===== config.mk =====
export PLATFORM = sky130hd
export DESIGN_NAME = xfer_fifo_pacer
export DESIGN_NICKNAME = d
export VERILOG_FILES = /design/src/rtl/xfer_fifo_pacer.sv
export SDC_FILE = /design/constraint.sdc
export NUM_CORES = 1
export LEC_CHECK = 0
export ABC_AREA = 1
export CORE_ASPECT_RATIO = 2
export CORE_MARGIN = 2
export CORE_UTILIZATION = 65
export DETAILED_ROUTE_END_ITERATION = 7
export GPL_ROUTABILITY_DRIVEN = 0
export HOLD_SLACK_MARGIN = 0.12
export PLACE_DENSITY = 0.84
export SYNTH_ARGS = -nofsm -noshare
export SYNTH_HDL_FRONTEND = slang
export SYNTH_SLANG_ARGS = --single-unit

===== constraint.sdc =====
create_clock -name clk -period 4.55 [get_ports clk]
set_input_delay 0.455 -clock clk [delete_from_list [all_inputs] [get_ports clk]]
set_output_delay 0.455 -clock clk [all_outputs]
set_load 0.1 [all_outputs]

===== src/rtl/xfer_fifo_pacer.sv =====
module xfer_fifo_pacer #(
  parameter int DEPTH = 32,
  parameter int WIDTH = 16
) (
  input  logic                       clk,
  input  logic                       rst_n,
  input  logic                       xfer_active,
  input  logic                       rx_dir,
  input  logic                       hw_wr_en,
  input  logic [WIDTH-1:0]           hw_wdata,
  input  logic                       hw_rd_en,
  input  logic                       cfg_wr_en,
  input  logic [15:0]                cfg_wdata,
  input  logic                       cd_push,
  input  logic [WIDTH-1:0]           cd_push_data,
  input  logic                       cd_pop,
  output logic [WIDTH-1:0]           head_word,
  output logic [$clog2(DEPTH):0]     fill_count,
  output logic                       rx_dma_req,
  output logic                       tx_dma_req,
  output logic                       rx_level_flag,
  output logic                       tx_level_flag
);
  localparam int PW = $clog2(DEPTH);
  localparam int CW = PW + 1;
  localparam logic [CW-1:0] FULL = CW'(DEPTH);

  logic [WIDTH-1:0] mem [DEPTH];
  logic [PW-1:0]    wr_ptr, rd_ptr;
  logic [CW-1:0]    count;

  logic       rx_dma_en, tx_dma_en;
  logic [4:0] hi_lvl, lo_lvl;

  logic unused_cfg_bits;
  assign unused_cfg_bits = ^{cfg_wdata[14:13], cfg_wdata[6:5]};

  wire push_req = hw_wr_en | cd_push;
  wire pop_req  = hw_rd_en | cd_pop;
  wire push_go  = push_req && (count != FULL);
  wire pop_go   = pop_req && (count != '0);
  wire [WIDTH-1:0] push_word = hw_wr_en ? hw_wdata : cd_push_data;

  assign head_word  = mem[rd_ptr];
  assign fill_count = count;

  always_ff @(posedge clk) begin
    if (push_go) mem[wr_ptr] <= push_word;
  end

  always_ff @(posedge clk) begin
    if (!rst_n) begin
      wr_ptr <= '0;
      rd_ptr <= '0;
      count  <= '0;
    end else begin
      if (push_go) wr_ptr <= wr_ptr + 1'b1;
      if (pop_go)  rd_ptr <= rd_ptr + 1'b1;
      case ({push_go, pop_go})
        2'b10:   count <= count + 1'b1;
        2'b01:   count <= count - 1'b1;
        default: count <= count;
      endcase
    end
  end

  always_ff @(posedge clk) begin
    if (!rst_n) begin
      rx_dma_en <= 1'b0;
      tx_dma_en <= 1'b0;
      hi_lvl    <= 5'd31;
      lo_lvl    <= 5'd0;
    end else if (cfg_wr_en) begin
      rx_dma_en <= cfg_wdata[15];
      hi_lvl    <= cfg_wdata[12:8];
      tx_dma_en <= cfg_wdata[7];
      lo_lvl    <= cfg_wdata[4:0];
    end
  end

  wire idle    = !xfer_active && (count == '0);
  wire rx_hit  = !idle && rx_dir && (count > CW'(hi_lvl));
  wire tx_hit  = !idle && !rx_dir && (count < CW'(lo_lvl));
  wire rx_wipe = cfg_wr_en && cfg_wdata[15];
  wire tx_wipe = cfg_wr_en && cfg_wdata[7];

  always_ff @(posedge clk) begin
    if (!rst_n) begin
      rx_dma_req    <= 1'b0;
      tx_dma_req    <= 1'b0;
      rx_level_flag <= 1'b0;
      tx_level_flag <= 1'b0;
    end else begin
      rx_dma_req    <= rx_hit && rx_dma_en;
      rx_level_flag <= rx_hit && !rx_dma_en && !rx_wipe;
      tx_dma_req    <= tx_hit && tx_dma_en;
      tx_level_flag <= tx_hit && !tx_dma_en && !tx_wipe;
    end
  end

  AST_NO_OVERFLOW: assert property (@(posedge clk) disable iff (!rst_n)
    fill_count <= FULL);
  AST_FULL_DROP: assert property (@(posedge clk) disable iff (!rst_n)
    (count == FULL && push_req && !pop_req) |=> ($stable(count) && $stable(wr_ptr)));
  AST_EMPTY_POP: assert property (@(posedge clk) disable iff (!rst_n)
    (count == '0 && pop_req) |=> $stable(rd_ptr));
  AST_RX_EXCL: assert property (@(posedge clk) disable iff (!rst_n)
    !(rx_dma_req && rx_level_flag));
  AST_RX_DIR: assert property (@(posedge clk) disable iff (!rst_n)
    !rx_dir |=> (!rx_dma_req && !rx_level_flag));
  AST_TX_DIR: assert property (@(posedge clk) disable iff (!rst_n)
    rx_dir |=> (!tx_dma_req && !tx_level_flag));
  AST_IDLE_QUIET: assert property (@(posedge clk) disable iff (!rst_n)
    (!xfer_active && fill_count == '0) |=> (!rx_dma_req && !tx_dma_req && !rx_level_flag && !tx_level_flag));
  AST_RX_WIPE: assert property (@(posedge clk) disable iff (!rst_n)
    (cfg_wr_en && cfg_wdata[15]) |=> !rx_level_flag);
  AST_TX_WIPE: assert property (@(posedge clk) disable iff (!rst_n)
    (cfg_wr_en && cfg_wdata[7]) |=> !tx_level_flag);
endmodule


==> impl_metrics.ini, run 1 <==
[outcome]
status = completed

[placed_design]
hpwl_um = 33400
place_worst_setup_slack_ps = 1200
place_area_sq_mm = 0.0234
io_buffers = 78

[pwr]
leakagePower_nw = 8.19
pwr_density_cell_mw_per_mm2 = 593
ir_worst_vdd_v = 0.000624

[finish]
utilization_pct = 74.0
fillCellCount = 2002
drive_above_1_share_pct = 9.18
antennaDiodeCount = 0
nets = 1840
syn2layout_area_growth_pct = 12.3
fin_area_sq_mm = 0.0248

[floorplanning]
die_area_sq_mm = 0.0355
initial_core_util_pct = 65.8
design.core.area_sq_mm = 0.0335
ioPinCount = 83
fp.dieH_um = 265
fp.dieW_um = 134
core.rowCount = 95

[route]
wl_um = 55600
drtIter0Drc = 2074
dr.pass1.iters = 5
route.detailed.drc = 0
vias = 14931
wl_per_cell_um = 24.9
antenna_left = 0
via_per_inst = 6.69

[cts]
cts_buffer_depth = 3
postCtsHoldBufs = 0
cts_tree = built
cts_sinks = 549
numCtsBuffers = 44
cts_setup_buffers = 0
clkLatencyLatePin_ps = 560
cts_root_buffer = clkbuf_16
clkSlewWorstSetupHoldPaths_ps = 70
post_cts.resized_instances = 0
htreeDepth = 2

[grt]
grt_pass1_wl_um = 84600
grt_usage_pct = 31.5
grt_pass1_vias = 15083
gr-total-overflow = 0
antenna_found_initial = 0
grt_start_max_net_pins = 129

[setup_path]
worstSetupEndpointType = output pin
worstPathArrival_ps = 3550
ff2ff_setup_slack_ps = 1960
start_kind = register
crit_path_max_fanout = 128
crit_required_ps = 4090
criticalPathCategory = reg2out

[synth]
synthFlopType = edfxtp_1
ys.warnings.count = 0
syn_nets = 1774
synth_edf_count = 512
synth_area_leaders = edfxtp_1 (70%), nor2_1 (6.1%), o21ai_0 (4.8%)
synthArstFlopShare_pct = 0
syn_inst = 1701
ys_types = 36
ys_ff_latch = 549
syn_area_sq_mm = 0.0221
synth_top_cell_by_area = edfxtp_1
netlist.area_leader.share_pct = 69.7
ys_seq_area_share_pct = 73.0
syn_area_per_cell_sq_um = 13.0

[timing]
skew_ps = 16.5
report.final.slew_viol_count = 0
fmax_mhz = 250
setup_viol = 0
finalWorstSetupSlack_ps = 545
min_period_ps = 4000
tightest_slew_ps = 986
layout_worst_path_cycle_share_pct = 88.0
grt_setup_unrepaired = no
final.setup.tns_ps = 0
slew_headroom_pct = 34.0
finalHoldViolCount = 0

[min_path]
hold_class = in2reg

[job]
maxCapViolCount = 0
## cells in the final DEF, fill, tap and decap left out, drive strengths merged, types with 2 or more instances in the layout
cell type / count
a21oi: 38
a31oi: 16
buf: 74
bufinv: 5
clkbuf: 49
clkdlybuf4s50: 62
clkinv: 19
clkinvlp: 3
dfxtp: 37
edfxtp: 512
ha: 16
inv: 40
mux2: 16
nand2: 36
nand3: 52
nand4: 2
nor2: 358
nor3: 7
o21a: 2
o21ai: 312
o221ai: 92
o22ai: 36
or2: 3
xor2: 5
## area by class of cell
type / count / area (sq um) / share of cell area [%]
well taps: 436 / 546 / 2.20
multi-input cells: 996 / 5180 / 20.9
repair buffers: 136 / 1380 / 5.55
clock inverters: 27 / 268 / 1.08
flip-flops and latches: 549 / 16100 / 65.0
inverters: 40 / 156 / 0.631
clock buffers: 49 / 1140 / 4.60
## logic make-up (layout without fill, tap and decap cells)
family	count (synthesis)	after routing	share of synthesized area, %
flops	549	549	73.0
compound gates	497	497	13.2
simple gates	461	461	8.30
buf+inv	156	252	3.52
fa+ha+maj	16	16	0.907
mux	16	16	0.817
xor+xnor	6	6	0.238
## path summary, 6_finish.rpt
path	end	cells past startpoint	start
setup / recovery	head_word[10]	9	register
hold / removal	hi_lvl[0]$_SDFFE_PN1P_	3	cfg_wdata[8]
setup reg to reg	mem[15][3]$_DFFE_PP_	7	fill_count[2]$_SDFFE_PN0P_
hold reg to reg	tx_dma_en$_SDFFE_PN0P_	2	tx_dma_en$_SDFFE_PN0P_
## sequential cells by signal (all words and copies together), names as in the netlist, named ones only
register	flops
rx_dma_req	1
tx_dma_req	1
rx_dma_en	1
hi_lvl	5
fill_count	6
rd_ptr	5
tx_dma_en	1
tx_level_flag	1
lo_lvl	5
rx_level_flag	1
wr_ptr	5
mem	512
## critical path: stages, from the launching register on
cell and delay (ps):
dfxtp_4 630, clkinv_2 180, buf_12 430, o21ai_1 150
o22ai_1 240, o21ai_1 110, o21ai_1 170, nor2_1 70
a21oi_1 450, buf_4 390
## routing by layer
metal  routed length, um  up-vias  GRT usage [%]
met5                   0        -              0
met4                3320        0           18.2
met3                4740      243           3.29
met2               29500     1077           55.6
met1               18000     7116           37.2
li1                    -     6495              -
## report_power, final
part	switching (mW)	internal, mW	total, mW	leakage (nW)
combinational	3.46	1.43	4.90	2.58
clock	1.70	2.09	3.79	0.681
sequential	0.273	5.73	6.00	4.92
total	5.44	9.26	14.7	8.19
## through the flow
step | hold slack, ps | power (mW) | std cells
final | 473 | 14.7 | 2233
after floorplan | 433 | 9.37 | 1701
after detailed placement | 461 | 10.9 | 2157
after CTS | 466 | 14.7 | 2233
after global placement | 450 | 10.7 | 2157
after global routing | 493 | 15.2 | 2233
## cells in the mapped netlist, types with 2 or more instances
library cell  count
ha_1             16
clkbuf_1         60
inv_2             3
o22ai_1          36
edfxtp_1        512
a21oi_1          37
buf_2            22
xor2_1            5
o221ai_1         92
buf_1             3
nand2_1          35
o21ai_0         210
buf_4            20
nor3_1            7
nor2_1          357
dfxtp_1          37
a31oi_1          16
buf_6            10
mux2_2           16
o21a_1            2
o21ai_1         102
inv_1            36
nand3_1          52
or2_2             2
nand4_1           2
Note: power is estimated with default switching activity, not from simulation.
==> run 2, diff against run 1 <==
CAP_MARGIN = 20   (was unset)
==> results of run 2 <==
Final layout, timing and power as in run 1 (identical DEF).
==> run 3, diff against run 2 <==
CORE_UTILIZATION = 61   (was 65)
PLACE_DENSITY = 0.8   (was 0.84)
clock period = 4.3 ns   (was 4.55 ns; I/O delays follow)
==> impl_metrics.ini, run 3 (same netlist as run 1, synthesis figures left out) <==
[timing]
slew_headroom_pct = 34.5
report.final.slew_viol_count = 0
layout_worst_path_cycle_share_pct = 84.2
skew_ps = 18.5
grt_setup_unrepaired = no
finalWorstSetupSlack_ps = 678
setup_viol = 0
min_period_ps = 3620
fmax_mhz = 276
tightest_slew_ps = 979
finalHoldViolCount = 0
final.setup.tns_ps = 0

[placed_design]
place_worst_setup_slack_ps = 1190
hpwl_um = 32800
io_buffers = 78

[route]
wl_per_cell_um = 24.8
antenna_left = 0
via_per_inst = 6.57
wl_um = 55800
route.detailed.drc = 0
drtIter0Drc = 1947
dr.pass1.iters = 6
vias = 14758

[pwr]
p_clk_share_pct = 24.6
ir_worst_vdd_v = 0.000989
p_sw_share_pct = 37.5
pwr_density_cell_mw_per_mm2 = 628
switchingPower_mw = 5.85
total_power_mw = 15.6
leakagePower_nw = 8.18
p_int_mw = 9.75
combPwrFrac_pct = 35.3
p_seq_share_pct = 40.1

[min_path]
hp-start = cfg_wdata[8]
holdPathStages = 3
hold_class = in2reg

[floorplanning]
ioPinCount = 83
fp.dieH_um = 273
design.core.area_sq_mm = 0.0357
initial_core_util_pct = 61.8
die_area_sq_mm = 0.0378
core.rowCount = 98
fp.dieW_um = 138

[finish]
nets = 1835
reg_top3 = mem: 512 flops, fill_count: 6 flops
regMostFlops = mem
fillCellCount = 2227
utilization_pct = 69.6
final_common_cell = edfxtp_1
final_cell_mix = edfxtp_1 (512), nor2_1 (357), o21ai_0 (210)
largest_reg_flops = 512
drive_above_1_share_pct = 8.80
syn2layout_area_growth_pct = 12.5
antennaDiodeCount = 0

[setup_path]
slowest_delay_ps = 720
worstPathArrival_ps = 3190
worstSetupEndpointType = output pin
path_delay_family = compound AO/OA/AOI/OAI gates
path_common_cell = buf_12
crit_required_ps = 3870
ff2ff_path_depth = 7
path_buf_inv = 3
start_kind = register
cp.depth = 7
criticalPathCategory = reg2out
r2r-start = fill_count[3]$_SDFFE_PN0P_
crit_path_max_fanout = 76
crit_chain = clkinv_2, buf_12, o21ai_1, o221ai_1, a31oi_1, a21oi_1, buf_12
slowest_stage = dfxtp_4

[grt]
grt_start_max_net_pins = 104
grt_pass1_vias = 14431
grt_pass1_wl_um = 82900
gr-total-overflow = 0
antenna_found_initial = 0
grt_usage_pct = 29.1

[cts]
numCtsBuffers = 43
postCtsHoldBufs = 0
clkLatencyLatePin_ps = 570
cts_sinks = 549
clkSlewWorstSetupHoldPaths_ps = 70
cts_tree = built
cts_setup_buffers = 0
cts_root_buffer = clkbuf_16
cts_buffer_depth = 3
post_cts.resized_instances = 0
htreeDepth = 2

[job]
maxCapViolCount = 0

[outcome]
status = completed
run 3: per-stage QoR:
step / cell area, sq um / hold WS (ps) / cells
after detailed placement: 23500 / 458 / 2167
after floorplan: 22100 / 433 / 1701
after CTS: 24800 / 434 / 2246
after global placement: 23500 / 451 / 2167
final: 24800 / 448 / 2246
after global routing: 24800 / 481 / 2246
run 3: power by group through the flow:
stage                     Clock (mW)  Sequential [mW]  Combinational [mW]
after floorplan                    0             6.41                3.51
after global placement             0             6.36                5.24
after detailed placement           0             6.37                5.40
after CTS                       3.86             6.25                5.44
after global routing            4.05             6.28                5.79
final                           3.84             6.26                5.50
run 3: routing by layer:
metal	wire length [um]	track usage (%)
met5	0	0
met1	18300	33.7
met3	4410	3.43
met4	4750	22.5
met2	28300	49.7
run 3: final timing paths:
| path | slack (ps) | end |
|---|---|---|
| hold / removal | 450 | hi_lvl[0]$_SDFFE_PN1P_ |
| hold reg to reg | 460 | rx_dma_en$_SDFFE_PN0P_ |
| setup reg to reg | 1740 | mem[6][10]$_DFFE_PP_ |
| setup / recovery | 680 | head_word[14] |
run 3: worst register-to-register path: stages (launching register included):
cell,delay (ps)
dfxtp_1,560
nor2_1,100
nand3_1,110
nand2_2,140
inv_2,150
nand2_1,220
nor2_1,620
buf_4,340
run 3: area by class of cell:
class	count	area [sq um]	share of cell area [%]
Sequential cell	549	16100	65.0
Multi-Input combinational cell	996	5180	20.9
Timing Repair Buffer	132	1460	5.88
Clock buffer	60	1160	4.67
Tap cell	450	563	2.27
Clock inverter	19	180	0.726
Inverter	40	156	0.630
